$ cat src/rtl/pss_pkg.sv
// Shared constants and helpers for the packed sample serializer.
// Assumes every word on the input side is 32 bits wide.
package pss_pkg;
    localparam int WORD_W = 32;

    // Number of whole samples of width sw that fit in one word.
    function automatic int slots_per_word(input int sw);
        return WORD_W / sw;
    endfunction
endpackage

$ cat src/rtl/pss_rate_divider.sv
// Integer rate divider: produces a one-cycle tick every cfg_div+1 cycles.
// Assumes cfg_div is held stable while running; the count restarts at reset.
module pss_rate_divider #(
    parameter int DIV_W = 16
) (
    input  logic             clk,
    input  logic             rst_n,
    input  logic [DIV_W-1:0] cfg_div,
    output logic             tick
);
    logic [DIV_W-1:0] cnt;

    // Tick when the count has reached the divide value.
    always_comb tick = (cnt == cfg_div);

    // Count up, wrap to zero on each tick.
    always_ff @(posedge clk) begin
        if (!rst_n)    cnt <= '0;
        else if (tick) cnt <= '0;
        else           cnt <= cnt + 1'b1;
    end

    // a nonzero divide value never yields two adjacent ticks.
    a_r6_tick_gap: assert property (@(posedge clk) disable iff (!rst_n)
        (tick && cfg_div != '0) |=> (!tick || cfg_div == '0));
endmodule

$ cat src/rtl/pss_word_fifo.sv
// Word queue with storage for 2*BASE_DEPTH words. cfg_join selects whether
// BASE_DEPTH or all 2*BASE_DEPTH entries may be filled.
// Assumes BASE_DEPTH is a power of two and cfg_join changes only while idle.
module pss_word_fifo #(
    parameter int BASE_DEPTH = 4,
    parameter int WORD_W     = 32
) (
    input  logic              clk,
    input  logic              rst_n,
    input  logic              cfg_join,
    input  logic [WORD_W-1:0] in_word,
    input  logic              in_valid,
    output logic              in_ready,
    input  logic              pop,
    output logic [WORD_W-1:0] head,
    output logic              head_valid
);
    localparam int MAX_D = 2 * BASE_DEPTH;
    localparam int AW    = $clog2(MAX_D);
    localparam int CW    = $clog2(MAX_D + 1);
    localparam logic [CW-1:0] BASE_C = CW'(BASE_DEPTH);
    localparam logic [CW-1:0] MAX_C  = CW'(MAX_D);

    logic [WORD_W-1:0] mem [MAX_D];
    logic [AW-1:0]     wr_ptr, rd_ptr;
    logic [CW-1:0]     cnt;
    logic [CW-1:0]     cap;
    logic              push;

    // Capacity limit chosen by the depth mode, and the handshake.
    always_comb begin
        cap        = cfg_join ? MAX_C : BASE_C;
        in_ready   = (cnt < cap);
        push       = in_valid && in_ready;
        head       = mem[rd_ptr];
        head_valid = (cnt != '0);
    end

    // Storage write; contents need no reset.
    always_ff @(posedge clk) begin
        if (push) mem[wr_ptr] <= in_word;
    end

    // Pointer and occupancy bookkeeping.
    always_ff @(posedge clk) begin
        if (!rst_n) begin
            wr_ptr <= '0;
            rd_ptr <= '0;
            cnt    <= '0;
        end else begin
            if (push) wr_ptr <= wr_ptr + 1'b1;
            if (pop)  rd_ptr <= rd_ptr + 1'b1;
            unique case ({push, pop})
                2'b10:   cnt <= cnt + 1'b1;
                2'b01:   cnt <= cnt - 1'b1;
                default: cnt <= cnt;
            endcase
        end
    end

    // normal mode never holds more than BASE_DEPTH words.
    a_r5_base_cap: assert property (@(posedge clk) disable iff (!rst_n)
        (!cfg_join && cnt <= BASE_C) |=> (cnt <= BASE_C));
    // occupancy never exceeds the storage.
    a_r5_max_cap: assert property (@(posedge clk) disable iff (!rst_n)
        cnt <= MAX_C);
    // a word offered while full does not raise the occupancy.
    a_r5_full_drop: assert property (@(posedge clk) disable iff (!rst_n)
        (in_valid && !in_ready && !pop) |=> $stable(cnt));
    // the consumer pops only when a word is held.
    a_r4_no_pop_empty: assert property (@(posedge clk) disable iff (!rst_n)
        pop |-> (cnt != '0));
endmodule

$ cat src/rtl/pss_unpacker.sv
// Unpacks SAMPLE_W-bit slots from a word, low slot first, one per tick.
// When the current word is used up, the same tick pops the queue head and
// sends its slot 0. With no head, the sample is held and underrun is set
// (only once a first word has been sent). Assumes SAMPLE_W <= WORD_W.
module pss_unpacker #(
    parameter int SAMPLE_W = 8,
    parameter int WORD_W   = 32
) (
    input  logic                clk,
    input  logic                rst_n,
    input  logic                tick,
    input  logic [WORD_W-1:0]   head,
    input  logic                head_valid,
    output logic                pop,
    output logic [SAMPLE_W-1:0] sample,
    output logic                underrun
);
    localparam int SPW = pss_pkg::slots_per_word(SAMPLE_W);
    localparam int RW  = $clog2(SPW + 1);

    logic [WORD_W-1:0] shreg;
    logic [RW-1:0]     rem;
    logic              started;

    // Take a new word only when no slot is left and one is waiting.
    always_comb pop = tick && (rem == '0) && head_valid;

    // Shift state, output sample and the sticky underrun flag.
    always_ff @(posedge clk) begin
        if (!rst_n) begin
            shreg    <= '0;
            rem      <= '0;
            sample   <= '0;
            started  <= 1'b0;
            underrun <= 1'b0;
        end else if (tick) begin
            if (rem != '0) begin
                sample <= shreg[SAMPLE_W-1:0];
                shreg  <= shreg >> SAMPLE_W;
                rem    <= rem - 1'b1;
            end else if (head_valid) begin
                sample  <= head[SAMPLE_W-1:0];
                shreg   <= head >> SAMPLE_W;
                rem     <= RW'(SPW - 1);
                started <= 1'b1;
            end else if (started) begin
                underrun <= 1'b1;
            end
        end
    end

    // once raised, underrun stays up until reset.
    a_r7_sticky: assert property (@(posedge clk) disable iff (!rst_n)
        underrun |=> underrun);
    // the edge that raises underrun leaves the sample unchanged.
    a_r7_hold_last: assert property (@(posedge clk) disable iff (!rst_n)
        $rose(underrun) |-> $stable(sample));
    // a word is never popped while slots of the previous one remain.
    a_r4_drain_first: assert property (@(posedge clk) disable iff (!rst_n)
        (rem != '0) |-> !pop);
endmodule

$ cat src/rtl/packed_sample_serializer.sv
// Top level: word queue, rate divider and slot unpacker. Drives OUT_W pins,
// the low SAMPLE_W of them carry the sample and the rest are tied low.
// Assumes SAMPLE_W <= OUT_W and SAMPLE_W <= 32.
module packed_sample_serializer #(
    parameter int SAMPLE_W   = 8,
    parameter int OUT_W      = 16,
    parameter int BASE_DEPTH = 4,
    parameter int DIV_W      = 16
) (
    input  logic             clk,
    input  logic             rst_n,
    input  logic [DIV_W-1:0] cfg_div,
    input  logic             cfg_join,
    input  logic [31:0]      in_word,
    input  logic             in_valid,
    output logic             in_ready,
    output logic [OUT_W-1:0] out_sample,
    output logic             underrun
);
    localparam int WW = pss_pkg::WORD_W;

    logic                tick;
    logic                pop;
    logic [WW-1:0]       head;
    logic                head_valid;
    logic [SAMPLE_W-1:0] sample;

    pss_rate_divider #(.DIV_W(DIV_W)) u_div (
        .clk     (clk),
        .rst_n   (rst_n),
        .cfg_div (cfg_div),
        .tick    (tick)
    );

    pss_word_fifo #(.BASE_DEPTH(BASE_DEPTH), .WORD_W(WW)) u_fifo (
        .clk        (clk),
        .rst_n      (rst_n),
        .cfg_join   (cfg_join),
        .in_word    (in_word),
        .in_valid   (in_valid),
        .in_ready   (in_ready),
        .pop        (pop),
        .head       (head),
        .head_valid (head_valid)
    );

    pss_unpacker #(.SAMPLE_W(SAMPLE_W), .WORD_W(WW)) u_unpack (
        .clk        (clk),
        .rst_n      (rst_n),
        .tick       (tick),
        .head       (head),
        .head_valid (head_valid),
        .pop        (pop),
        .sample     (sample),
        .underrun   (underrun)
    );

    // Place the sample on the low pins, drive the unused pins low.
    always_comb begin
        out_sample                 = '0;
        out_sample[SAMPLE_W-1:0]   = sample;
    end

    // the pins change only on a sample tick.
    a_r3_hold_between_ticks: assert property (@(posedge clk) disable iff (!rst_n)
        !tick |=> $stable(out_sample));
endmodule

$ cat config.mk
export PLATFORM = sky130hd
export DESIGN_NAME = packed_sample_serializer
export DESIGN_NICKNAME = d
export VERILOG_FILES = /design/src/rtl/pss_pkg.sv /design/src/rtl/pss_rate_divider.sv /design/src/rtl/pss_word_fifo.sv /design/src/rtl/pss_unpacker.sv /design/src/rtl/packed_sample_serializer.sv
export SDC_FILE = /design/constraint.sdc
export NUM_CORES = 1
export LEC_CHECK = 0
export BUFFER_PORTS_ARGS = -buffer_cell sky130_fd_sc_hd__buf_2
export CORE_AREA = 10 10 274 171
export CTS_CLUSTER_DIAMETER = 100
export DETAILED_ROUTE_END_ITERATION = 7
export DIE_AREA = 0 0 284 181
export HOLD_SLACK_MARGIN = 0.02
export PLACE_DENSITY_LB_ADDON = 0.08
export SYNTH_ARGS = -nofsm -noshare
export SYNTH_HDL_FRONTEND = slang
export SYNTH_SLANG_ARGS = --single-unit
$ cat constraint.sdc
create_clock -name clk -period 10.4 [get_ports clk]
set_input_delay 0.52 -clock clk [delete_from_list [all_inputs] [get_ports clk]]
set_output_delay 0.52 -clock clk [all_outputs]
set_load 0.05 [all_outputs]
=== Word-level counts from Yosys, hierarchy flattened ===
Memories as Yosys holds them, arrays and structs flattened. A register that Yosys moved wholly into a read port is not among the register bits.
Index checks and enable logic that the tools add are counted.

* Add/sub/neg operators: 6
* Magnitude comparators: 1
* Equal/unequal tests: 3
* Mux-type cells: 12
* Bitwise logic cells: 3
* Reduce and logical (&&, ||, !) cells: 12

{| class="wikitable"
|+ Operators by type and width
! cell !! count
|-
| 32-bit two-way mux || 2
|-
| 16-bit by 1-bit adder with 16-bit output, second input constant || 1
|-
| 16-bit == test || 1
|-
| 8-bit two-way mux || 2
|-
| 3-bit two-way mux || 4
|-
| 4-bit one-hot mux with 2 select lines || 1
|-
| 3-bit by 1-bit adder with 3-bit output, second input constant || 2
|-
| 4-bit by 1-bit adder with 4-bit output, second input constant || 1
|-
| 4-bit < comparator || 1
|-
| 4-bit two-way mux || 1
|-
| 4-bit AND reduction || 1
|-
| 2-bit nonzero test || 2
|-
| 4-bit nonzero test || 1
|-
| 4-bit by 1-bit subtractor with 4-bit output, second input constant || 1
|-
| 1-bit logical AND || 3
|-
| 3-bit zero test || 1
|-
| 1-bit NOT || 3
|-
| 3-bit AND reduction || 1
|-
| 3-bit nonzero test || 1
|-
| 3-bit by 1-bit subtractor with 3-bit output, second input constant || 1
|-
| 2-bit by 1-bit == test with 1-bit output, second input constant || 1
|-
| 2-bit == test, second input constant || 1
|-
| 1-bit two-way mux || 2
|-
| 2-bit AND reduction || 1
|-
| 2-bit OR reduction || 1
|}

* Bits in registers: 71
* Memory bits (writable): 256
* Input bits: 52
* Output and inout port bits: 18
* Word-level logic and storage cells: 47
* Memories: 1

{| class="wikitable"
|+ Memories
! memory !! depth !! width !! read ports !! clocked after memory_dff !! write ports !! RTL line !! text
|-
| u_fifo.mem || 8 || 32 || 1 || 1 || 1 || pss_word_fifo.sv:24 || <nowiki>logic [WORD_W-1:0] mem [MAX_D];</nowiki>
|}

=== Logic depth before layout (Yosys ltp) ===
Gate-level depths: netlist of run 1.

* Depth after elaboration: 5
* Gate-level depth with buffers: 14

=== Hierarchy ===
From an unflattened synthesis of run 1, not the netlist that was laid out.

* Cells, all modules: 722
* Area, all modules: 13147.6 sq um

{| class="wikitable"
|+ Modules (own cells, without submodules)
! module !! instances !! cells each !! area an instance (sq um) !! seq. area each (sq um)
|-
| pss_word_fifo || 1 || 441 || 10446.3 || 7947.6
|-
| pss_unpacker || 1 || 172 || 1740.4 || 740.7
|-
| pss_rate_divider || 1 || 100 || 897.1 || 320.3
|-
| packed_sample_serializer || 1 || 9 || 63.8 || 0.0
|}

=== Worst setup path after synthesis of run 1 ===
OpenSTA, ideal clock, no wires.

* Path type: in2reg
* Start point: in cfg_join
* End point: mem u_fifo.mem[0][0] (enable)
* Setup time: 0.503 ns
* Data arrival time: 5.198 ns
* Setup slack: 4.699 ns
* Stages: 6
* Cells stage by stage: inv_1 > ha_1 > o21a_1 > nor2_1 > nand2_1 > nor4_1

* Longest elaborated chain between the ends: 5

{| class="wikitable"
|+ Ends and longest elaborated chain
! element !! RTL line !! text
|-
| start: declaration || packed_sample_serializer.sv:13 || <nowiki>input logic cfg_join,</nowiki>
|-
| 4-bit two-way mux || pss_word_fifo.sv:32 || <nowiki>cap = cfg_join ? MAX_C : BASE_C;</nowiki>
|-
| 4-bit < comparator || pss_word_fifo.sv:33 || <nowiki>in_ready = (cnt < cap);</nowiki>
|-
| via in_ready || packed_sample_serializer.sv:16 || <nowiki>output logic in_ready,</nowiki>
|-
| 1-bit logical AND || pss_word_fifo.sv:34 || <nowiki>push = in_valid && in_ready;</nowiki>
|-
| 1-bit two-way mux || pss_word_fifo.sv:41 || <nowiki>if (push) mem[wr_ptr] <= in_word;</nowiki>
|-
| 1-bit two-way mux (not written as such) || pss_word_fifo.sv:41 ||
|-
| end: declaration || pss_word_fifo.sv:24 ||
|}

The timed path passes the listed nets, and every way through them passes these cells.

=== Final worst setup path of run 1 ===
* Start point: reg u_unpack.rem[0]
* End point: reg u_fifo.cnt[2]

* Longest elaborated chain between the ends: 5
* Elaborated cells between the ends (all ways): 7

{| class="wikitable"
|+ Ends and longest elaborated chain
! element !! RTL line !! text
|-
| start: declaration || pss_unpacker.sv:22 || <nowiki>logic [RW-1:0] rem;</nowiki>
|-
| start signal: assignment || pss_unpacker.sv:40 || <nowiki>rem <= rem - 1'b1;</nowiki>
|-
| start signal: assignment || pss_unpacker.sv:44 || <nowiki>rem <= RW'(SPW - 1);</nowiki>
|-
| 3-bit zero test * || pss_unpacker.sv:26 || <nowiki>always_comb pop = tick && (rem == '0) && head_valid;</nowiki>
|-
| 1-bit logical AND * (2 in a row) || pss_unpacker.sv:26 ||
|-
| 2-bit by 1-bit == test with 1-bit output / 2-bit == test (equally long branches) || pss_word_fifo.sv:53 || <nowiki>unique case ({push, pop})</nowiki>
|-
| 4-bit one-hot mux with 2 select lines / 2-bit nonzero test (equally long branches) || -- ||
|-
| end signal: assignment || pss_word_fifo.sv:54 || <nowiki>2'b10: cnt <= cnt + 1'b1;</nowiki>
|-
| end signal: assignment || pss_word_fifo.sv:55 || <nowiki>2'b01: cnt <= cnt - 1'b1;</nowiki>
|-
| end signal: assignment || pss_word_fifo.sv:56 || <nowiki>default: cnt <= cnt;</nowiki>
|-
| end: declaration || pss_word_fifo.sv:26 || <nowiki>logic [CW-1:0] cnt;</nowiki>
|}

Every way passes the cells marked *; elsewhere a longest branch is shown, timed or not.
A chain may end at the register's enable or synchronous reset.

==> metrics.md, run 1 <==
| Metric | Value |
|---|---|
| Status | finished clean |
| Via count | 6318 |
| CP endpoint kind | flip-flop |
| Nets | roughly 800 |
| CP required | ~11000 ps |
| GP Congestion | between 0.6 and 0.7 |
| Post-synth cell types | between 40 and 50 |
| Final setup viols | 0 |
| Max Buffers Root-to-Sink | 3 |
| GRT Util Overall | a little under an eighth |
| Peak supply drop | between 0.08 and 0.09 mV |
| Register area | approximately 9000 µm² |
| CP most frequent cell | ha_1 |
| Die Y | between 150 and 200 µm |
| Clk pin slew, worst setup/hold paths | 60 ps |
| Yosys warning total | 0 |
| Critical path startpoint category | flip-flop |
| Layout cells sized above 1 | 27.17% |
| Io pins | 70 |
| Met2 GRT Util | between 15 and 20% |
| Synth Register Bits | about 320 |
| Critical path cell sequence | inv_1 > ha_1 > ha_1 > inv_2 > nor2_1 > and2_1 > ha_1 > xor2_1 > ha_1 > a21oi_1 > xor2_1 > or3_1 > a21oi_1 |
| Top cell family by delay on the critical path | adder cells |
| Mapped Area | 12370 µm² |
| Relative slew slack | a little under a fifth |
| Post-route minimum period | around 3400 ps |
| Post-Synthesis Cells | around 660 |
| H-tree levels | 2 |
| Cts hold-fix bufs | 0 |
| Met3 Resource Use GR | under 10% |
| Setup bufs post-CTS | 0 |
| Post-route setup TNS | 0 ps |
| Fillers | between 3000 and 4000 |
| Register area share after synthesis | between 70 and 80% |
| First DRT Iteration DRCs | 610 |
| Diode count | 0 |
| Crit path DAT | approximately 3800 ps |
| CP max-delay cell | inv_2 |
| Fin cells | between 1000 and 1500 |
| Port Buf Inserts | 61 |
| Clock Skews | 11.19 ps |
| Slowest stage delay, CP | roughly 520 ps |
| Yosys top cell by area | edfxtp_1 |
| CTS root buf | clkbuf_16 |
| Area growth syn-to-layout | 17.05% |
| Hold Fails Final Rpt | 0 |
| Number of max-cap violations | 0 |
| Fmax | 295.6 MHz |
| Pwr dens | roughly 190 nW/µm² |
| Clk_lat worst skew | around 520 ps |
| Per-cell routed wire length | between 20 and 25 µm |
| Die W | approximately 280 µm |
| Clock Sinks | around 320 |
| Gr busiest metal | met2 |
| DRC viols | 0 |
| Placed cells | ~1300 |
| Top cell type's share of synthesized area | 62.16% |
| Die area | approximately 51000 µm² |
| CTS Buf Count | 34 |
| Avg Cell Area, Syn | around 19 µm² |
| Type of the worst min-delay path | in2reg |
| Largest net degree at the start of global routing | around 50 |
| Synth top area cells | edfxtp_1 (62%), mux4_2 (12%), dfxtp_1 (11%) |
| First-pass GRT wire length | ~45000 µm |
| Critical path type | reg2reg |
| Global Route met1 Usage | between 10% and 20% |
| Vias in the first global route | about 6700 |
| Final Slew Violations | 0 |
| Initial Utilization | between 20% and 30% |
| Leak | 4.576 nW |
| Antenna-violating nets left | 0 |
| Total core area | just over 40000 µm² |
| Period utilization | 32.53% |
| FP Rows | between 50 and 60 |
| Resize count post-CTS | 0 |
| WL final | between 20000 and 30000 µm |
| Buf/Inv on CP | 2 |
| DP Wirelength | 17130 µm |
| Max Fanout on Critical Path | 28 |
| Via-to-Cell Ratio | about 4.7 |
| Worst Tran Pin Value | between 1000 and 1500 ps |
| Unrepaired setup endpoints after global routing | false |
| Pre-antenna DRT Iters | 6 |
| Initial antenna violation count | 0 |
| Gr ovfl total | 0 |
| Multi-input combinational cell area | roughly 3200 µm² |
| CTS tree | done |
-- final cells by class --
class | count | area share, %
inverters | 8 | 0.2075
clock inverters | 12 | 0.5618
multi-input cells | 293 | 22.08
well taps | 570 | 4.927
clock buffers | 50 | 7.010
repair buffers | 77 | 2.939
flip-flops and latches | 322 | 62.27
-- layout by cell type, fill, tap and decap left out, drive strengths merged, types with 6 or more instances in the layout --
cell,instances
xnor2,22
edfxtp,256
nand3,7
dfxtp,66
mux4,64
inv,7
o2bb2ai,32
a21oi,7
nor3,6
buf,77
a222oi,24
clkbuf,50
ha,10
mux2i,12
conb,8
nand4,8
nor2,31
xor2,13
nand2,20
clkinv,11
-- metrics by stage --
stage / instance area, µm² / util (%) / worst slack [ps] / total power, W / hold WS [ps]
floorplan: 12390 / - / 4699 / 0.001504 / 431.3
global placement: 13380 / 32.17 / 7093 / 0.001551 / 455.7
detailed placement: 13380 / 32.17 / 7010 / 0.001555 / 446.4
finish: 14480 / 34.81 / 7017 / 0.002715 / 260.9
global route: 14480 / 34.81 / 6743 / 0.002824 / 257.4
CTS: 14480 / 34.81 / 6977 / 0.002759 / 232.0
-- final timing paths --
| path | to | startpoint | cells past startpoint | slack, ps |
|---|---|---|---|---|
| max | u_fifo.cnt[2] | u_unpack.rem[0] | 13 | 7020 |
| min | u_fifo.mem[1][1] | in_word[1] | 1 | 260 |
| max reg2reg | u_fifo.cnt[2] | u_unpack.rem[0] | 13 | 7020 |
| min reg2reg | u_unpack.sample[4] | u_unpack.sample[4] | 1 | 460 |
-- layer usage --
layer / up-vias / share of wire [%]
li1: 2822 / -
met1: 3322 / 48
met2: 132 / 46
met3: 42 / 4.4
met4: 0 / 1.7
met5: - / 0
-- where the power goes --
part           switching, W  total, W  leakage (nW)  internal, W
Sequential       0.00000809   0.00142          2.85      0.00141
Combinational     0.0000708  0.000106          1.19    0.0000349
Clock              0.000489   0.00119         0.537     0.000702
-- cells in the mapped netlist (all sizes together) --
master,number
edfxtp,256
dfxtp,66
mux4,64
o2bb2ai,32
buf,31
nor2,31
a222oi,24
xnor2,22
nand2,20
xor2,13
mux2i,12
ha,10
clkbuf,9
nand4,8
a21oi,7
inv,7
nand3,7
nor3,6
o21a,5
nand2b,4
o21ai,4
and3,3
nor4,3
a311oi,2
nor4bb,2
a41oi,1
and2,1
and4,1
clkinv,1
conb,1
nand4b,1
nor3b,1
or3,1
-- cell families (layout without fill, tap and decap cells) --
logic type	after synthesis	in the layout	synth area share, %
AO/OA/AOI/OAI	75	75	5.170
flip-flops	322	322	72.85
buffers and inverters	48	147	2.074
multiplexers	76	76	12.63
AND/OR/NAND/NOR	89	89	3.764
adder cells (fa/ha/maj)	10	10	1.012
XOR/XNOR	35	35	2.479
other	1	8	0.03032
-- worst register-to-register path: stages, from the launching register on --
cell	delay [ps]
dfxtp_1	340
inv_1	50
ha_1	220
ha_1	250
inv_2	520
nor2_1	230
and2_1	280
ha_1	300
xor2_1	170
ha_1	190
a21oi_1	170
xor2_1	110
or3_1	320
a21oi_1	150
-- sequential cells by signal, summed over array words and instances (netlist names), named ones only --
register	count
u_div.cnt	16
u_fifo.cnt	4
u_fifo.mem	256
u_fifo.rd_ptr	3
u_fifo.wr_ptr	3
u_unpack.rem	3
u_unpack.sample	8
u_unpack.shreg	24
u_unpack.started	1
u_unpack.underrun	1
Note: power is estimated with default switching activity, not from simulation.
==> inputs of run 2 (changes only) <==
--- a/config.mk
+++ b/config.mk
@@ -5,11 +5,12 @@
 export SDC_FILE = /design/constraint.sdc
 export NUM_CORES = 1
 export LEC_CHECK = 0
+export ABC_AREA = 1
 export BUFFER_PORTS_ARGS = -buffer_cell sky130_fd_sc_hd__buf_2
-export CORE_AREA = 10 10 274 171
+export CORE_AREA = 10 10 287 179
 export CTS_CLUSTER_DIAMETER = 100
 export DETAILED_ROUTE_END_ITERATION = 7
-export DIE_AREA = 0 0 284 181
+export DIE_AREA = 0 0 297 189
 export HOLD_SLACK_MARGIN = 0.02
 export PLACE_DENSITY_LB_ADDON = 0.08
 export SYNTH_ARGS = -nofsm -noshare
==> constraint.sdc (replaced) <==
create_clock -name clk -period 3.45 [get_ports clk]
set_input_delay 0.1725 -clock clk [delete_from_list [all_inputs] [get_ports clk]]
set_output_delay 0.1725 -clock clk [all_outputs]
set_load 0.05 [all_outputs]
==> metrics.md, run 2 <==
| Metric | Value |
|---|---|
| Status | finished clean |
| Largest net degree at the start of global routing | 65 (+27%) |
| Die Y | 189 µm (+4.4%) |
| First-pass GRT wire length | 58700 µm (+31%) |
| Vias in the first global route | 9061 (+35%) |
| Max FFs per register | 256 (unchanged) |
| Critical path type | reg2reg |
| Per-cell routed wire length | 18.02 µm (-20%) |
| Unrepaired setup endpoints after global routing | false |
| Yosys top cell by area | edfxtp_1 |
| Most frequent cell after synthesis | nand2_1 |
| Number of synthesized flops with an enable pin | 256 (unchanged) |
| Type of the worst min-delay path | in2reg |
| CP endpoint kind | flip-flop |
| Largest Register | u_fifo.mem |
| Clk_lat worst skew | 540 ps (+20 ps) |
| DP Wirelength | 23600 µm (+38%) |
| GRT Util Overall | 13.46% (+1.9 points) |
| Post-route setup TNS | 0 ps (unchanged) |
| Xor/xnor share of the synthesized area | 0.7713% (-1.7 points) |
| Met3 Resource Use GR | 2.495% (+0.19 points) |
| Max Buffers Root-to-Sink | 3 (unchanged) |
| Hold Fails Final Rpt | 0 (unchanged) |
| WL final | 38300 µm (+28%) |
| Gr busiest metal | met1 |
| Pwr dens | 519.0 nW/µm² (+180%) |
| CTS root buf | clkbuf_16 |
| Post-Synthesis Cells | 1373 (+110%) |
| Total core area | 45870 µm² (+10%) |
| Register area share after synthesis | 66.11% (-6.7 points) |
| Synth top area cells | edfxtp_1 (56%), dfxtp_1 (9.7%), nand2_1 (8.1%) |
| First DRT Iteration DRCs | 671 (+10%) |
| Nets | 1529 (+92%) |
| Gr ovfl total | 0 (unchanged) |
| Via-to-Cell Ratio | 4.429 (-6.6%) |
| Sequential cell fraction of total power | 51.0% (-1.3 points) |
| Global Route met1 Usage | 20.78% (+4.4 points) |
| Logic gate share of total power | 4.4% (+0.5 points) |
| CTS Buf Count | 36 (+5.9%) |
| Fin cells | 2125 (+60%) |
| Antenna-violating nets left | 0 (unchanged) |
| Largest family of logic cells by synthesized area | simple AND/OR/NAND/NOR gates |
| P_sw | 0.001835 W (+220%) |
| Io pins | 70 (unchanged) |
| CTS tree | done |
| Pint | 0.006555 W (+210%) |
| Crit. Startpoint | u_fifo.cnt[2] |
| Hold Path Origin | in_valid |
| Worst Tran Pin Value | 1216 ps (-5.411 ps) |
| Avg Cell Area, Syn | 9.925 µm² (-47%) |
| Fin Hold WS | 88.36 ps (-172.5 ps) |
| CP required | 3680 ps (-7160 ps) |
| Leak | 6.031 nW (+32%) |
| DRC viols | 0 (unchanged) |
| Clock Skews | 16.59 ps (+5.400 ps) |
| Post-Synth Simple-Gate Area | 19.57% (+16 points) |
| Clk pin slew, worst setup/hold paths | 60 ps (about the same) |
| Crit path DAT | 2820 ps (-1010 ps) |
| Setup bufs post-CTS | 0 (unchanged) |
| Die area | 56130 µm² (+9.2%) |
| Clk pwr share | 44.5% (+0.6 points) |
| Commonest cells in the synthesized netlist | nand2_1 (293), nor2_1 (280), edfxtp_1 (256) |
| Synth Register Bits | 322 (unchanged) |
| Mapped Area | 13630 µm² (+10%) |
| Yosys warning total | 0 (unchanged) |
| Placed cells | 2026 (+60%) |
| Die W | 297 µm (+4.6%) |
| Initial Utilization | 29.71% (-0.033 points) |
| Fmax | 385.2 MHz (+30%) |
| Relative slew slack | 18.43% (+0.041 points) |
| Post-synth cell types | 31 (-28%) |
| Pre-antenna DRT Iters | 5 (-1) |
| Total Power | 0.008390 W (+210%) |
| Number of max-cap violations | 0 (unchanged) |
| H-tree levels | 2 (unchanged) |
| Area growth syn-to-layout | 18.63% |
| Compound-Gate Fraction of Synth Area | 7.290% (+2.1 points) |
| Switching share of power | 21.87% (+0.95 points) |
| Port Buf Inserts | 61 (unchanged) |
| Final setup viols | 0 (unchanged) |
| R2r startpoint | u_fifo.cnt[2] |
| Post-route minimum period | 2596 ps (-787.1 ps) |
| Ys flop type | edfxtp_1 |
| Adder-cell area share of the yosys netlist | 0.9182% (-0.094 points) |
| Top cell type's share of synthesized area | 56.41% (-5.7 points) |
| Critical path startpoint category | flip-flop |
| Peak supply drop | 0.3072 mV (+250%) |
| FP Rows | 61 (+5.2%) |
| Initial antenna violation count | 1 (+1) |
| Max Fanout on Critical Path | 17 (-39%) |
| FFs w/ async S/R, synth | 0% (unchanged) |
| Layout cells sized above 1 | 11.18% (-16 points) |
| Period utilization | 75.24% (+43 points) |
| Met2 GRT Util | 18.92% (+0.96 points) |
| Clock Sinks | 322 (unchanged) |
| Final Slew Violations | 0 (unchanged) |
| GP Congestion | 0.7474 (+9.7%) |
| Via count | 9411 (+49%) |
| Mux share of post-synthesis cell area | 0% (-13 points) |
| Largest registers | u_fifo.mem x256, u_unpack.shreg x24, u_div.cnt x16 |
| Commonest non-fill, non-tap cell in the layout | nand2_1 |
| Most frequent cells in the layout | nand2_1 (293), nor2_1 (272), edfxtp_1 (256) |
## run 2: kinds of logic (layout without fill, tap and decap cells)
group | Yosys count | in the layout
buffers and inverters | 170 | 284
xor gates and xnor gates | 12 | 12
and+or+nand+nor | 668 | 668
adders and majority gates | 10 | 10
DFF | 322 | 322
other | 1 | 9
AOI/OAI and AO/OA | 190 | 190
## run 2: worst paths after layout
path	end	slack, ps	depth (start not counted)
setup / recovery	u_fifo.mem[1][23]	850	7
hold / removal	u_fifo.wr_ptr[0]	90	4
setup reg to reg	u_fifo.mem[1][23]	850	7
hold reg to reg	u_unpack.underrun	460	2
## run 2: power by group through the flow
stage	Clock [W]	Combinational (W)	Sequential, W
6_report	0.00374	0.000372	0.00428
2_1_floorplan	0	0.000184	0.00436
5_1_grt	0.00403	0.000421	0.00429
3_3_place_gp	0	0.000350	0.00436
3_5_place_dp	0	0.000349	0.00436
4_1_cts	0.00387	0.000380	0.00428
## run 2: layout make-up
type,instances,area (µm²)
flip-flops and latches,322,9014
fillers,4667,29700
diodes,1,2.502
clock buffers,53,1007
clock inverters,12,122.6
inverters,96,360.3
multi-input cells,888,3980
repair buffers,123,890.9
well taps,630,788.3
## run 2: metrics by stage
step	worst slack (ps)	cell area (µm²)	util, %
6_report	854.2	16170	35.24
5_1_grt	574.0	16160	35.24
4_1_cts	799.3	16160	35.24
3_5_place_dp	796.2	14700	32.05
3_3_place_gp	774.8	14700	32.05
2_1_floorplan	-366.6	13660	-
## run 2: what timing repair did
item	in CTS	in global routing
hold buffers	33	0
gates resized for setup	0	0
endpoints found under the hold margin	267	0
setup endpoints to repair	0	0
## run 2: worst max-delay path, stage by stage (launching register included)
cell	delay, ps
dfxtp_1	350
or2_2	300
a21oi_1	200
nand2_1	200
nor2_1	140
inv_1	160
nor2_4	590
buf_4	330
## run 2: layer usage
layer	share of wire (%)	routed length, µm	up-vias
li1	-	-	4751
met5	0	0	-
met1	54	20510	4453
met3	4.4	1698	43
met2	41	15520	164
met4	1.5	572	0
